File: src/rtl/desc_ring_pkg.sv
package desc_ring_pkg;
   typedef enum logic {
      DIR_TX = 1'b0,
      DIR_RX = 1'b1
   } ring_dir_e;

   function automatic bit is_pow2(input int unsigned v);
      return (v != 0) && ((v & (v - 1)) == 0);
   endfunction
endpackage

File: src/rtl/ring_step.sv
// Computes the address of the descriptor after cur, wrapping to base.
module ring_step #(
   parameter int unsigned ADDR_W = 32,
   parameter int unsigned LEN_W  = 8,
   parameter int unsigned OFF_W  = 4
) (
   input  logic [ADDR_W-1:0] base,
   input  logic [LEN_W-1:0]  len,
   input  logic [ADDR_W-1:0] cur,
   output logic [ADDR_W-1:0] next_addr
);
   localparam logic [ADDR_W-1:0] STEP = ADDR_W'(1) << OFF_W;

   logic [ADDR_W-1:0] rel_idx;
   logic              at_last;

   always_comb begin
      rel_idx   = (cur - base) >> OFF_W;
      at_last   = (rel_idx == (ADDR_W'(len) - ADDR_W'(1)));
      next_addr = at_last ? base : (cur + STEP);
   end
endmodule

File: src/rtl/fetch_handshake.sv
// Single-outstanding request holder: raised on launch, dropped on ack.
module fetch_handshake (
   input  logic clk,
   input  logic rst_n,
   input  logic launch,
   input  logic ack,
   output logic req
);
   always_ff @(posedge clk) begin
      if (!rst_n)          req <= 1'b0;
      else if (req && ack) req <= 1'b0;
      else if (launch)     req <= 1'b1;
   end

   // a pending request is held until acknowledged
   p_req_hold_r6: assert property (@(posedge clk) disable iff (!rst_n)
      req && !ack |=> req);
endmodule

File: src/rtl/desc_ring_seq.sv
module desc_ring_seq
   import desc_ring_pkg::*;
#(
   parameter int unsigned ADDR_W     = 32,
   parameter int unsigned LEN_W      = 8,
   parameter int unsigned DESC_BYTES = 16,
   parameter ring_dir_e   DIR        = DIR_TX
) (
   input  logic              clk,
   input  logic              rst_n,
   input  logic              run_en,
   input  logic              base_we,
   input  logic [ADDR_W-1:0] base_wdata,
   input  logic              len_we,
   input  logic [LEN_W-1:0]  len_wdata,
   input  logic              tail_we,
   input  logic [ADDR_W-1:0] tail_wdata,
   output logic [ADDR_W-1:0] cur_ptr,
   output logic              suspended,
   output logic              fetch_req,
   output logic [ADDR_W-1:0] fetch_addr,
   output logic              fetch_dir,
   input  logic              fetch_ack
);
   localparam int unsigned OFF_W = $clog2(DESC_BYTES);

   generate
      if (!is_pow2(DESC_BYTES))
         $error("DESC_BYTES must be a power of two");
      if (ADDR_W < OFF_W + LEN_W)
         $error("ADDR_W too narrow for the ring length");
      if (DIR == DIR_RX) begin : g_rx
         assign fetch_dir = 1'b1;
      end else begin : g_tx
         assign fetch_dir = 1'b0;
      end
   endgenerate

   logic [ADDR_W-1:0] base_q, tail_q, cur_q, next_addr;
   logic [LEN_W-1:0]  len_q;
   logic              run_q, start, done, launch;

   assign start  = run_en && !run_q;
   assign done   = fetch_req && fetch_ack;
   assign launch = run_en && run_q && !fetch_req && (cur_q != tail_q);

   ring_step #(.ADDR_W(ADDR_W), .LEN_W(LEN_W), .OFF_W(OFF_W)) u_step (
      .base(base_q), .len(len_q), .cur(cur_q), .next_addr(next_addr)
   );

   fetch_handshake u_hs (
      .clk(clk), .rst_n(rst_n), .launch(launch), .ack(fetch_ack), .req(fetch_req)
   );

   always_ff @(posedge clk) begin
      if (!rst_n) begin
         base_q <= '0;
         len_q  <= LEN_W'(1);
         tail_q <= '0;
         cur_q  <= '0;
         run_q  <= 1'b0;
      end else begin
         run_q <= run_en;
         if (base_we) base_q <= base_wdata;
         if (len_we)  len_q  <= len_wdata;
         if (tail_we) tail_q <= tail_wdata;
         if (start)      cur_q <= base_q;
         else if (done)  cur_q <= next_addr;
      end
   end

   assign cur_ptr    = cur_q;
   assign fetch_addr = cur_q;
   assign suspended  = !fetch_req && (cur_q == tail_q);

   logic [ADDR_W-1:0] last_addr;
   assign last_addr = base_q + ((ADDR_W'(len_q) - ADDR_W'(1)) << OFF_W);

   // a new request only starts when there is owned work
   p_work_before_req_r4: assert property (@(posedge clk) disable iff (!rst_n)
      $rose(fetch_req) |-> $past(cur_q != tail_q));
   // no request is raised while stopped
   p_quiet_when_stopped_r7: assert property (@(posedge clk) disable iff (!rst_n)
      $rose(fetch_req) |-> $past(run_en));
   // pointer moves only on an acknowledge or a restart
   p_cur_holds_r6: assert property (@(posedge clk) disable iff (!rst_n)
      !done && !start |=> $stable(cur_q));
   // finishing the last descriptor returns to the base
   p_wrap_to_base_r3: assert property (@(posedge clk) disable iff (!rst_n)
      done && !start && !base_we && (cur_q == last_addr) |=> cur_q == base_q);
endmodule

File: config.mk
export PLATFORM = sky130hd
export DESIGN_NAME = desc_ring_seq
export DESIGN_NICKNAME = d
export VERILOG_FILES = /design/src/rtl/desc_ring_pkg.sv /design/src/rtl/ring_step.sv /design/src/rtl/fetch_handshake.sv /design/src/rtl/desc_ring_seq.sv
export SDC_FILE = /design/constraint.sdc
export NUM_CORES = 1
export LEC_CHECK = 0
export BUFFER_PORTS_ARGS = -buffer_cell sky130_fd_sc_hd__buf_2
export CORE_AREA = 2 2 134 136
export DETAILED_ROUTE_END_ITERATION = 8
export DIE_AREA = 0 0 136 138
export PLACE_DENSITY_LB_ADDON = 0.25
export SYNTH_ARGS = -nofsm -noshare
export SYNTH_HDL_FRONTEND = slang
export SYNTH_SLANG_ARGS = --single-unit
File: constraint.sdc
create_clock -name clk -period 4.6 [get_ports clk]
set_input_delay 0.69 -clock clk [delete_from_list [all_inputs] [get_ports clk]]
set_output_delay 0.69 -clock clk [all_outputs]
set_load 0.01 [all_outputs]
Word-level counts from Yosys, hierarchy flattened. Cells that the tools add are included.

Bitwise logic cells: 1. Add/sub/neg operators: 3. Mux-type cells: 3. Equality and inequality tests: 3. Reductions and logical operators: 10.

Operators by type and width (count): $mux W32 (3); $add A32 B5 Y32 const B (1); $eq A28 B32 Y1 (1); $eq A32 B32 Y1 (1); $ne A32 B32 Y1 (1); $sub A32 B32 Y32 (1); $sub A8 B1 Y9 const B (1); $logic_and A1 B1 Y1 (6); $logic_not A1 Y1 (2); $reduce_bool A2 Y1 (1); $reduce_or A2 Y1 (1); $not A1 Y1 (1).

Bits of input ports: 79. Logic and storage cells: 26. Output and inout port bits: 67. Bits in registers: 106.

Depth between registers and ports, before layout. Gate-level depths: netlist of the first run.

Depth after elaboration: 5. Depth in mapped cells: 15. Depth with buffers taken out: 12.

By module. A second synthesis of the first run with hierarchy kept.

Cell total of the unflattened synthesis: 956. Area, all modules: 7993.9 µm².

By module, submodules not included: desc_ring_seq (times used 1, cells each 498, sequential area each 2102.0 µm², area each 4855.9 µm²); ring_step (times used 1, cells each 455, sequential area each 0.0 µm², area each 3104.2 µm²); fetch_handshake (times used 1, cells each 3, sequential area each 20.0 µm², area each 33.8 µm²).

Worst setup path after synthesis of the first run. Ideal clock, no wire load.

Kind: reg-to-reg. Start: reg cur_q[5] (netlist: cur_ptr[5]). End: reg cur_q[10] (netlist: cur_ptr[10]). Required time: 4.528 ns. Cell stages (with the launch flop): 15. Arrival time: 3.666 ns. Path buffers: 3. Clock period less this slack: 3.737 ns. Library setup time: 0.072 ns. Slack: 0.863 ns. Cell sequence: dfxtp_1 > ha_1 > buf_2 > a21oi_1 > o21ai_0 > a31o_2 > o211a_1 > or3_1 > a2111oi_1 > nand4b_1 > or4_4 > o21ai_2 > buf_6 > buf_12 > mux2i_1.

Longest elaborated chain between the ends: 5. Elaborated cells on any way between the ends: 6. Those cells by class: add/sub: 2; eq/ne: 1; mux: 3.

RTL lines: start: declaration (line desc_ring_seq.sv:39) `logic [ADDR_W-1:0] base_q, tail_q, cur_q, next_addr;`; start signal: assignment (line desc_ring_seq.sv:67) `if (start) cur_q <= base_q;`; start signal: assignment (line desc_ring_seq.sv:68) `else if (done) cur_q <= next_addr;`; $sub A32 B32 Y32 (line ring_step.sv:18) `rel_idx = (cur - base) >> OFF_W;`; $eq A28 B32 Y1 (line ring_step.sv:19) `at_last = (rel_idx == (ADDR_W'(len) - ADDR_W'(1)));`; $mux W32 (*) (line ring_step.sv:20) `next_addr = at_last ? base : (cur + STEP);`; $mux W32 (*) (line desc_ring_seq.sv:68); $mux W32 (*) (line desc_ring_seq.sv:67).

Mark *: on every way between the ends. The rest lies on a longest branch, timed or not. The select of a mux whose other input is x is not followed. A chain may end at the register's enable or synchronous reset.

Worst setup path in the final report of the first run.
Start: reg cur_q[5] (netlist: cur_ptr[5]). End: reg cur_q[2] (netlist: cur_ptr[2]).

Longest elaborated chain between the ends: 5.

RTL lines (line): $sub A32 B32 Y32 (ring_step.sv:18); $eq A28 B32 Y1 (ring_step.sv:19); $mux W32 (ring_step.sv:20); $mux W32 (desc_ring_seq.sv:68); $mux W32 (desc_ring_seq.sv:67).

Every way passes these cells. The select of a mux whose other input is x is not followed.

==> results.md, run 1 <==
- The path class of the tightest hold or removal check is reg2reg.
- The netlist uses 73 different library cells.
- The final core utilization is between 40% and 50%.
- Dividing the detail-routed wire length by the instance count gives about 17 µm.
- The CTS tree is yes.
- CTS saw ~110 sinks.
- The number of optimization iterations in the first detailed-route pass is 5.
- The final critical path time including I/O delays and setup is between 4 and 5 ns.
- In this run the register-to-register setup slack is slightly above 0.4 ns.
- The end point of the most critical hold path is cur_ptr[11]$_SDFFE_PN0P_.
- The final layout contains routed wiring with a total length of between 20 and 25 mm.
- The total via count after detailed routing is between 6k and 7k.
- The number of synthesized register bits is between 100 and 150.
- The run finished with clean final reports.
- Compared with the post-synthesis result, the final layout area differs by 12.59%.
- The count of antenna diodes in the layout is 0.
- The net load switching power is 852.2 µW.
- The floorplan step set the die width to 136 µm.
- The count of nets after finishing is about 1.1k.
- Dividing the detail-routed via count by the number of cells gives 5.446.
- Yosys attributes the largest share of cell area to dfxtp_1 (28%), mux2i_1 (13%), nor2b_1 (6.1%), ha_1 (5.2%), xnor2_1 (4.7%).
- The sequential fraction of design power is between 40% and 50%.
- The net count after synthesis is between 1k and 1.5k.
- The library cell used most frequently in the layout, excluding fill and tap cells, is buf_2.
- Routability-driven placement finished with a final weighted congestion of between 0.9 and 1.
- The number of antenna violations at the first check in global routing was 0.
- Setup repair after global routing left no endpoint under its margin.
- Based on the critical path, the design can be clocked at up to 239.0 MHz.
- The initialized floorplan defines 49 standard-cell rows.
- The final design area excluding fillers is roughly 8700 µm².
- In this run the critical register-to-register path is captured at cur_ptr[2]$_SDFFE_PN0P_.
- The number of global-route vias before repair was 6424.
- The synthesized instance count is 930.
- The worst register-to-register path has a depth of 13.
- Among the stages of the critical path, the cell type that occurs most often is buf_4.
- The number of setup violations in the final report is 0.
- For this design the top-level I/O count stands at ~150.
- The relative slew slack is 27.96%.
- The HPWL after detailed placement is 17.18 mm.
- The detail route stage leaves a number of antenna-violating nets equal to 0.
- The post-synthesis sequential area ratio is about 28%.
- The cell accounting for the most synthesized area is dfxtp_1.
- For this design the ratio of total power to cell area is about 290 nW/µm².
- In this run, the clock network consumes 28.9% of the power.
- The top-area cell type share of the netlist area is 27.51%.
- The worst stage delay on the critical path is a little under 0.6 ns.
- The kind of cell adding the most delay to the critical path is compound AO/OA/AOI/OAI gates.
- The tree is rooted in a clkbuf_16.
- The overall power consumption is 2.504 mW.
- After detailed placement, the total cell area comes to about 8400 µm².
- The count of flip-flops with a built-in enable after synthesis is 0.
- Counting both buffers and inverters, the worst setup path holds a total of 2.
- The worst setup path is launched from a flop.
- The highest ir drop seen on vdd is about 0.00020 V.
- The worst setup skew after layout is roughly 0.0067 ns.
- The internal portion of the total power is roughly 1.7 mW.
- Data arrives at the worst endpoint at 4.47 ns.
- The critical path class is reg2reg.
- The starting density of the core is ~44%.
- The fraction of power spent switching nets is 34.03%.
- In this run the number of H-tree levels came out at 3.
- Clock tree synthesis inserted a total of 9 buffers.
- A synthesized cell averages 8.293 µm².
- The height of the chip is ~140 µm.
- For this run the aggregate overflow at the end of global routing stands at 0.
- The final worst-path cycle share is between 90 and 100%.
- The slowest cell on the critical path is or4_4.
- The beginning of the worst register-to-register path is cur_ptr[5]$_SDFFE_PN0P_.
- The data required time of the worst path is a little under 5 ns.
- For this block, the initial DRC count from the detailed router was ~500.
- The worst hold path was traced through 2 stages.
- The final-report hold violation count is 0.
- The total track usage is roughly a quarter.
- The region available for standard cell placement spans 17530 µm².
- After detailed routing, the number of remaining DRC violations is 0.
- The async set-reset flop share out of synthesis is 0%.
- In the layout the commonest cells are buf_2 (143), dfxtp_1 (105), mux2i_1 (98).
- The cell area after technology mapping is about 7700 µm².
- Of the total power, combinational logic draws 30.6%.
- The area enclosed by the die boundary is around 19000 µm².
- The worst hold path startpoint is base_q[11]$_SDFFE_PN0P_.
- The pin slew with the least headroom to its limit is ~1.1 ns.
- The clock-pin slew on the worst setup and hold paths is 0.07 ns.
- Along the worst path, the maximum fanout reaches 16.
- After routing, the total negative slack on setup checks comes to 0 ns.
- The first global-routing pass estimated roughly 34 mm of wire.
- The number of buffers inserted by port buffering is 144.
- The analysis attributes to cell leakage a power of around 4.0 nW.
- The share of final-layout standard cells stronger than drive strength 1 is around a fifth.
- The final max-slew violation count is 0.
- The max capacitance violation total is 0.
- Walking the worst path, the cells encountered are buf_4 > ha_1 > a21oi_1 > o21ai_0 > a31o_2 > o211a_1 > or3_1 > a2111oi_1 > nand4b_1 > or4_4 > o21ai_4 > buf_4 > mux2i_1.
- The worst setup path is captured at a flop.
- In this run the post-CTS setup repair buffer count came out at 0.
- Entering global routing, the biggest net connects 102 pins.
- In the synthesized netlist the dominant register cell turns out to be dfxtp_1.
- The source-to-sink clock delay at the later pin of the worst-skew pair is 0.36 ns.
- Yosys printed 0 warnings.
- The largest buffer count on any clock path is 2.
==> cell type report <==
class,instances,area (µm²)
Inverter,41,153.9
Fill cell,1775,8851
Tap cell,229,286.5
Clock buffer,9,225.2
Timing Repair Buffer,166,888.4
Sequential cell,106,2123
Multi-Input combinational cell,702,4975
Clock inverter,5,31.28
==> worst max path at each step <==
stage	from	end	slack [ns]	cells past startpoint
after floorplan	cur_ptr[5]$_SDFFE_PN0P_	cur_ptr[10]$_SDFFE_PN0P_	0.86	14
after global placement	cur_ptr[7]$_SDFFE_PN0P_	cur_ptr[0]$_SDFFE_PN0P_	0.48	12
after detailed placement	cur_ptr[7]$_SDFFE_PN0P_	cur_ptr[2]$_SDFFE_PN0P_	0.39	12
after CTS	cur_ptr[7]$_SDFFE_PN0P_	cur_ptr[2]$_SDFFE_PN0P_	0.34	12
after global routing	cur_ptr[5]$_SDFFE_PN0P_	cur_ptr[2]$_SDFFE_PN0P_	0.1	13
final	cur_ptr[5]$_SDFFE_PN0P_	cur_ptr[2]$_SDFFE_PN0P_	0.42	13
==> power by group through the flow <==
stage / sequential (mW) / clock [mW] / combinational [mW]
after floorplan: 1.03 / 0 / 0.554
after global placement: 1.03 / 0 / 0.753
after detailed placement: 1.03 / 0 / 0.754
after CTS: 1.01 / 0.740 / 0.758
after global routing: 1.02 / 0.777 / 0.843
final: 1.01 / 0.724 / 0.767
==> cells by family after synthesis <==
group / count (synthesis) / share of synthesized area (%)
and+or+nand+nor: 330 / 22.83
muxes: 98 / 12.72
buffers and inverters: 122 / 8.096
xor gates and xnor gates: 80 / 9.085
adders and majority gates: 32 / 5.191
other: 1 / 0.04862
DFF: 106 / 27.51
AOI/OAI and AO/OA: 161 / 14.52
==> synth_stat cells, types with 9 or more instances <==
cell type / n
ha_1: 32
inv_1: 41
xnor2_1: 41
dfxtp_1: 106
nor2b_1: 75
clkbuf_1: 36
and3_1: 9
a21oi_1: 43
nor3_1: 18
xor2_1: 39
nand3_1: 23
nand4_1: 24
o21ai_0: 26
buf_4: 33
nand2_1: 93
mux2i_1: 98
nor2_1: 33
nor4_1: 13
==> layer usage <==
layer	up-vias	part of all wire, %	global-route usage [%]
li1	3459	-	-
met1	3185	49	33.04
met2	177	46	36.66
met3	30	3.9	3.557
met4	0	2.1	6.963
met5	-	0	0
==> tightest hold or removal path, stage by stage, from the launching register on <==
cell     delay (ns)
dfxtp_1        0.31
inv_1          0.06
a21oi_1        0.05
==> what timing repair did <==
| item | CTS | global route |
|---|---|---|
| hold buffers | 0 | 0 |
| setup endpoints to repair | 0 | 1 |
| gates resized for setup | 0 | 2 |
==> sequential cells by signal, summed over array words and instances (netlist names) <==
| signal | cells |
|---|---|
| len_q | 8 |
| u_hs.req | 1 |
| tail_q | 32 |
| base_q | 32 |
| cur_ptr | 32 |
| run_q | 1 |
==> per-stage QoR <==
stage          instances  hold WS [ns]  setup slack [ns]
2_1_floorplan        930        0.4481            0.8626
4_1_cts             1258        0.4783            0.3441
6_report            1258        0.4743            0.4157
5_1_grt             1258        0.5062           0.09994
3_3_place_gp        1244        0.4624            0.4789
3_5_place_dp        1244        0.4689            0.3904
(Power assumes the default switching activity.)
==> run 2, diff against run 1 <==
BUFFER_PORTS_ARGS = not set   (was -buffer_cell sky130_fd_sc_hd__buf_2)
DONT_BUFFER_PORTS = 1   (was not set)
==> results.md, run 2 (synthesis results as in run 1) <==
- The violation count after the first detailed-route iteration is 539 (was 498).
- The final max-slew violation count was 0 (unchanged).
- The number of antenna violations at the first check in global routing is 0 (unchanged).
- The H-tree depth is 3 (unchanged).
- The final-report hold violation count is 0 (unchanged).
- The total via count after detailed routing is 6375 (was 6851).
- The number of buffers inserted by port buffering is 0 (was 144).
- RSZ-0062 raised after global routing: no (unchanged).
- The max capacitance violation total is 0 (unchanged).
- The critical path class is reg2reg (unchanged).
- The global-route wire length before repair is 33.89 mm (was 34.33 mm).
- The number of setup violations in the final report is 0 (unchanged).
- The post-route non-filler standard cell count is 1126 (was 1258).
- The average wire per cell in the routed design came to 19.18 µm (was 17.45 µm).
- The source-to-sink clock delay at the later pin of the worst-skew pair was 0.36 ns (about the same).
- The area after detailed placement is 7789 µm² (was 8424 µm²).
- The overall power consumption is 2.480 mW (was 2.504 mW).
- Outcome: complete, no violations (unchanged).
- The number of global-route vias before repair is 5970 (was 6424).
- The worst-case setup slack after placement is 0.5712 ns (was 0.3904 ns).
- The width of the die is 136 µm (unchanged).
- The I/O pin count is 146 (unchanged).
- The area enclosed by the die boundary is 18770 µm² (unchanged).
- The worst setup skew after layout is 0.01097 ns (was 0.006709 ns).
- The area of the core region is 17530 µm² (unchanged).
- The maximum achievable frequency is 245.0 MHz (was 239.0 MHz).
- The post-cts repair resize count is 0 (unchanged).
- The instance count after placement with tap cells included came to 1110 (was 1244).
- The last weighted congestion value of the routability-driven placer came to 0.9206 (was 0.9540).
- The minimum hold slack is 0.4481 ns (was 0.4743 ns).
- The number of remaining DRC errors is 0 (unchanged).
- The final worst-path cycle share is 88.74% (was 90.96%).
- The critical path depth in cells is 13 (unchanged).
- The number of CTS-inserted buffers is 9 (unchanged).
- The post-detailed-route via-to-cell ratio is 5.662 (was 5.446).
- The count of antenna diodes in the layout is 0 (unchanged).
- The relative slew slack was 44.54% (was 27.96%).
- The top fanout value on the critical path is 28 (was 16).
- The cell count of the worst hold path is 1 (was 2).
- The worst-case setup margin in the final layout was 0.5181 ns (was 0.4157 ns).
- The cell count of the worst reg-to-reg path is 13 (unchanged).
- The number of nets with antenna violations after routing was 0 (unchanged).
- The worst min-delay path category was in2reg (was reg2reg).
- The largest net degree at the start of global routing is 133 (was 102).
- The number of optimization iterations in the first detailed-route pass is 5 (unchanged).
- The CTS tree is yes (unchanged).
- The final critical path time including I/O delays and setup is 4.082 ns (was 4.184 ns).
- The power per standard cell area is 306.8 nW/µm² (was 288.4 nW/µm²).
- The area added between synthesis and finish is 4.818% (was 12.59%).
- The clock-pin slew on the worst setup and hold paths is 0.08 ns (was 0.07 ns).
- The final-layout setup total negative slack came to 0 ns (unchanged).
- The startpoint kind of the worst setup timing path is a flop (unchanged).
- The static power due to leakage is 3.416 nW (was 4.010 nW).
- The number of rows in the core area was 49 (unchanged).
- The height of the chip came to 138 µm (unchanged).
- The kind of cell adding the most delay to the critical path is compound AO/OA/AOI/OAI gates (unchanged).
- The count of nets after finishing was 1003 (was 1137).
- List of cells traversed by the critical path: inv_1 > ha_1 > a21oi_1 > o21ai_0 > a31o_2 > o211a_1 > or3_1 > a2111oi_1 > nand4b_1 > or4_4 > o21ai_4 > buf_12 > mux2i_1 (was buf_4 > ha_1 > a21oi_1 > o21ai_0 > a31o_2 > o211a_1 > or3_1 > a2111oi_1 > nand4b_1 > or4_4 > o21ai_4 > buf_4 > mux2i_1).
- The cell at the root of the clock tree is clkbuf_16 (unchanged).
- The final design area excluding fillers came to 8084 µm² (was 8683 µm²).
- The worst stage delay on the critical path is 0.57 ns (was 0.58 ns).
- The routed wire length is 21.60 mm (was 21.95 mm).
- The share of final-layout standard cells stronger than drive strength 1 is 8.027% (was 19.92%).
- The number of buffers and inverters on the critical path is 2 (unchanged).
- The largest buffer count on any clock path is 2 (unchanged).
- The starting density of the core is 43.98% (unchanged).
- The final global-route overflow total is 0 (unchanged).
- The slowest cell on the critical path is or4_4 (unchanged).
- The most common cell after layout, fill and taps aside is dfxtp_1 (was buf_2).
- The worst endpoint data arrival time is 4.38 ns (was 4.47 ns).
- The highest ir drop seen on vdd is 0.0002000 V (was 0.0001996 V).
- Top library cells by usage in the layout, fill and taps aside: dfxtp_1 (106), mux2i_1 (98), nand2_1 (93) (was buf_2 (143), dfxtp_1 (105), mux2i_1 (98)).
- The detailed placer's ending HPWL came to 16.64 mm (was 17.18 mm).
- The quantity of hold-fixing buffers added after cts is 0 (unchanged).
- The type of element capturing the critical path is a flop (unchanged).
- The pin slew with the least headroom to its limit is 0.8314 ns (was 1.081 ns).
- The final core utilization is 46.10% (was 49.52%).
- The clock sink total is 106 (unchanged).
- The total track usage is 23.03% (was 23.36%).
- The data required time of the worst path is 4.89 ns (about the same).
- The post-CTS setup-driven buffer insertion count is 0 (unchanged).
-- run 2: changes by cell type in the layout (fill, tap and decap cells not counted), moves of 2 or more --
cell	change
inv_6	+2
clkinv_2	-3
buf_4	+8
buf_2	-143
-- run 2: path summary, 6_finish.rpt --
| path | from | to | slack [ns] |
|---|---|---|---|
| min | len_we | len_q[0]$_SDFFE_PN1P_ | 0.45 |
| min reg2reg | base_q[11]$_SDFFE_PN0P_ | cur_ptr[11]$_SDFFE_PN0P_ | 0.48 |
| max | base_q[7]$_SDFFE_PN0P_ | cur_ptr[29]$_SDFFE_PN0P_ | 0.52 |
| max reg2reg | base_q[7]$_SDFFE_PN0P_ | cur_ptr[29]$_SDFFE_PN0P_ | 0.52 |
-- run 2: routing by layer --
layer	GRT usage (%)	vias up	wire length (µm)
met1	32.70	2954	10130
met4	6.579	0	387
li1	-	3176	-
met5	0	-	0
met2	35.41	220	9625
met3	4.510	25	1456
-- run 2: worst register-to-register path, stage by stage (launching register included) --
cell and delay (ns):
dfxtp_1 0.38, inv_1 0.07, ha_1 0.42, a21oi_1 0.16
o21ai_0 0.25, a31o_2 0.37, o211a_1 0.26, or3_1 0.38
a2111oi_1 0.41, nand4b_1 0.14, or4_4 0.57, o21ai_4 0.17
buf_12 0.24, mux2i_1 0.21
-- run 2: report_power, final --
| group | switching, mW | internal, mW |
|---|---|---|
| combinational | 0.399 | 0.291 |
| sequential | 0.0425 | 0.966 |
| clock | 0.398 | 0.383 |
| total | 0.839 | 1.64 |
-- run 2: final cells by class --
type                       count  area (µm²)
clock inverter                 7       70.07
timing repair buffer          32       252.7
multi-input combinational    702        4974
tap                          229       286.5
clock buffer                   9       225.2
sequential                   106        2122
fill                        1798        9450
inverter                      41       153.9
==> run 3, diff against run 2 <==
CORE_AREA = 2 2 121 123   (was 2 2 134 136)
DIE_AREA = 0 0 123 125   (was 0 0 136 138)
==> results.md, run 3 (synthesis results as in run 1) <==
- Top library cells by usage in the layout, fill and taps aside: dfxtp_1 (106), mux2i_1 (98), nand2_1 (93) (unchanged).
- The final global-route overflow total is 0 (unchanged).
- The number of global-route vias before repair is 6192 (was 5970).
- The final-report hold violation count came to 0 (unchanged).
- The width of the die was 123 µm (was 136 µm).
- The critical path class is reg2reg (unchanged).
- The number of nets with antenna violations after routing was 0 (unchanged).
- The largest buffer count on any clock path is 2 (unchanged).
- The worst endpoint data arrival time is 4.56 ns (was 4.38 ns).
- The quantity of hold-fixing buffers added after cts was 0 (unchanged).
- The number of buffers inserted by port buffering came to 0 (unchanged).
- The I/O pin count was 146 (unchanged).
- The area of the core region is 14200 µm² (was 17530 µm²).
- RSZ-0062 raised after global routing: no (unchanged).
- The static power due to leakage is 3.440 nW (was 3.416 nW).
- The number of rows in the core area is 44 (was 49).
- The data required time of the worst path is 4.89 ns (about the same).
- The area after detailed placement is 7742 µm² (was 7789 µm²).
- The setup slack of the most critical reg-to-reg path is 0.33 ns (was 0.52 ns).
- The total track usage came to 27.30% (was 23.03%).
- The cell at the root of the clock tree is clkbuf_16 (unchanged).
- The source-to-sink clock delay at the later pin of the worst-skew pair is 0.36 ns (about the same).
- The pin slew with the least headroom to its limit came to 0.8082 ns (was 0.8314 ns).
- The CTS tree is yes (unchanged).
- The highest ir drop seen on vdd came to 0.0002650 V (was 0.0002000 V).
- The largest net degree at the start of global routing was 133 (unchanged).
- The power per standard cell area is 312.3 nW/µm² (was 306.8 nW/µm²).
- The type of element capturing the critical path is a flop (unchanged).
- The average wire per cell in the routed design is 19.14 µm (was 19.18 µm).
- The detailed placer's ending HPWL is 15.86 mm (was 16.64 mm).
- The final-layout setup total negative slack is 0 ns (unchanged).
- The starting density of the core is 54.30% (was 43.98%).
- The total via count after detailed routing is 6480 (was 6375).
- The global-route wire length before repair is 32.98 mm (was 33.89 mm).
- The count of antenna diodes in the layout is 0 (unchanged).
- The post-CTS setup-driven buffer insertion count was 0 (unchanged).
- Outcome: complete, no violations (unchanged).
- The number of CTS-inserted buffers is 9 (unchanged).
- The height of the chip is 125 µm (was 138 µm).
- The number of optimization iterations in the first detailed-route pass is 5 (unchanged).
- The final core utilization is 56.69% (was 46.10%).
- The startpoint kind of the worst setup timing path is a flop (unchanged).
- The clock sink total was 106 (unchanged).
- The max capacitance violation total is 0 (unchanged).
- The number of antenna violations at the first check in global routing is 0 (unchanged).
- The violation count after the first detailed-route iteration came to 433 (was 539).
- The post-detailed-route via-to-cell ratio is 5.978 (was 5.662).
- The count of nets after finishing is 1006 (was 1003).
- The routed wire length is 20.74 mm (was 21.60 mm).
- The share of final-layout standard cells stronger than drive strength 1 was 8.333% (was 8.027%).
- The clock-pin slew on the worst setup and hold paths is 0.08 ns (about the same).
- The most common cell after layout, fill and taps aside is dfxtp_1 (unchanged).
- The area enclosed by the die boundary is 15380 µm² (was 18770 µm²).
- The final worst-path cycle share is 92.86% (was 88.74%).
- The worst setup skew after layout came to 0.007836 ns (was 0.01097 ns).
- The relative slew slack is 46.09% (was 44.54%).
- The H-tree depth is 3 (unchanged).
- The number of setup violations in the final report is 0 (unchanged).
- The maximum achievable frequency was 234.1 MHz (was 245.0 MHz).
- The number of remaining DRC errors was 0 (unchanged).
- The top fanout value on the critical path is 15 (was 28).
- The final max-slew violation count is 0 (unchanged).
- The post-cts repair resize count is 0 (unchanged).
- The final design area excluding fillers was 8051 µm² (was 8084 µm²).
- The worst min-delay path category is in2reg (unchanged).
- The area added between synthesis and finish is 4.396% (was 4.818%).
- The final critical path time including I/O delays and setup is 4.271 ns (was 4.082 ns).
- The last weighted congestion value of the routability-driven placer is 0.9149 (was 0.9206).
-- run 3: changes by cell type in the layout (fill, tap and decap cells not counted) --
cell,before,now
buf_4,31,35
inv_6,3,1
clkinvlp_4,1,0
clkinv_4,1,2
bufinv_16,0,1
clkinv_2,0,1
clkinv_8,1,0
inv_8,1,2
buf_12,1,0
-- run 3: through the flow --
stage                     setup WS (ns)  cells  hold slack, ns  power [mW]
after floorplan                  0.8626    930          0.4481       1.585
after global placement           0.5601   1068          0.4650       1.703
after detailed placement         0.5693   1068          0.4723       1.705
after CTS                        0.4296   1084          0.4333       2.518
after global routing             0.1784   1084          0.4421       2.635
final                            0.3287   1084          0.4436       2.515
-- run 3: path summary, 6_finish.rpt --
kind	from	depth (start not counted)	endpoint
setup / recovery	base_q[4]$_SDFFE_PN0P_	14	cur_ptr[10]$_SDFFE_PN0P_
hold / removal	rst_n	1	len_q[0]$_SDFFE_PN1P_
setup reg to reg	base_q[4]$_SDFFE_PN0P_	14	cur_ptr[10]$_SDFFE_PN0P_
hold reg to reg	base_q[11]$_SDFFE_PN0P_	2	cur_ptr[11]$_SDFFE_PN0P_
-- run 3: worst max-delay path, stage by stage (launching register included) --
cell and delay, ns:
dfxtp_1 0.42, inv_1 0.07, ha_1 0.50, a21oi_1 0.20, a2111oi_0 0.49, buf_4 0.21, nand2_1 0.08, a31oi_1 0.23
xor2_1 0.15, a2111oi_1 0.44, nand4b_1 0.17, or4_4 0.59, o21ai_4 0.14, buf_4 0.28, mux2i_1 0.23
-- run 3: cell type report --
type / instances / area, µm²
Fill cell: 1355 / 6152
Multi-Input combinational cell: 702 / 4974
Sequential cell: 106 / 2122
Timing Repair Buffer: 35 / 262.8
Tap cell: 184 / 230.2
Clock buffer: 9 / 225.2
Inverter: 41 / 153.9
Clock inverter: 7 / 83.83
-- run 3: where the power goes --
| part | leakage (nW) | switching [mW] | internal, mW |
|---|---|---|---|
| clock | 0.154 | 0.385 | 0.433 |
| sequential | 0.871 | 0.0397 | 0.966 |
| combinational | 2.42 | 0.399 | 0.292 |
-- run 3: routing by layer --
metal	part of all wire, %	wire (µm)	up-vias	GRT usage (%)
li1	-	-	3181	-
met1	45	9410	3011	38.24
met2	45	9359	246	41.70
met3	7.0	1448	42	5.429
met4	2.5	524	0	9.626
met5	0	0	-	0
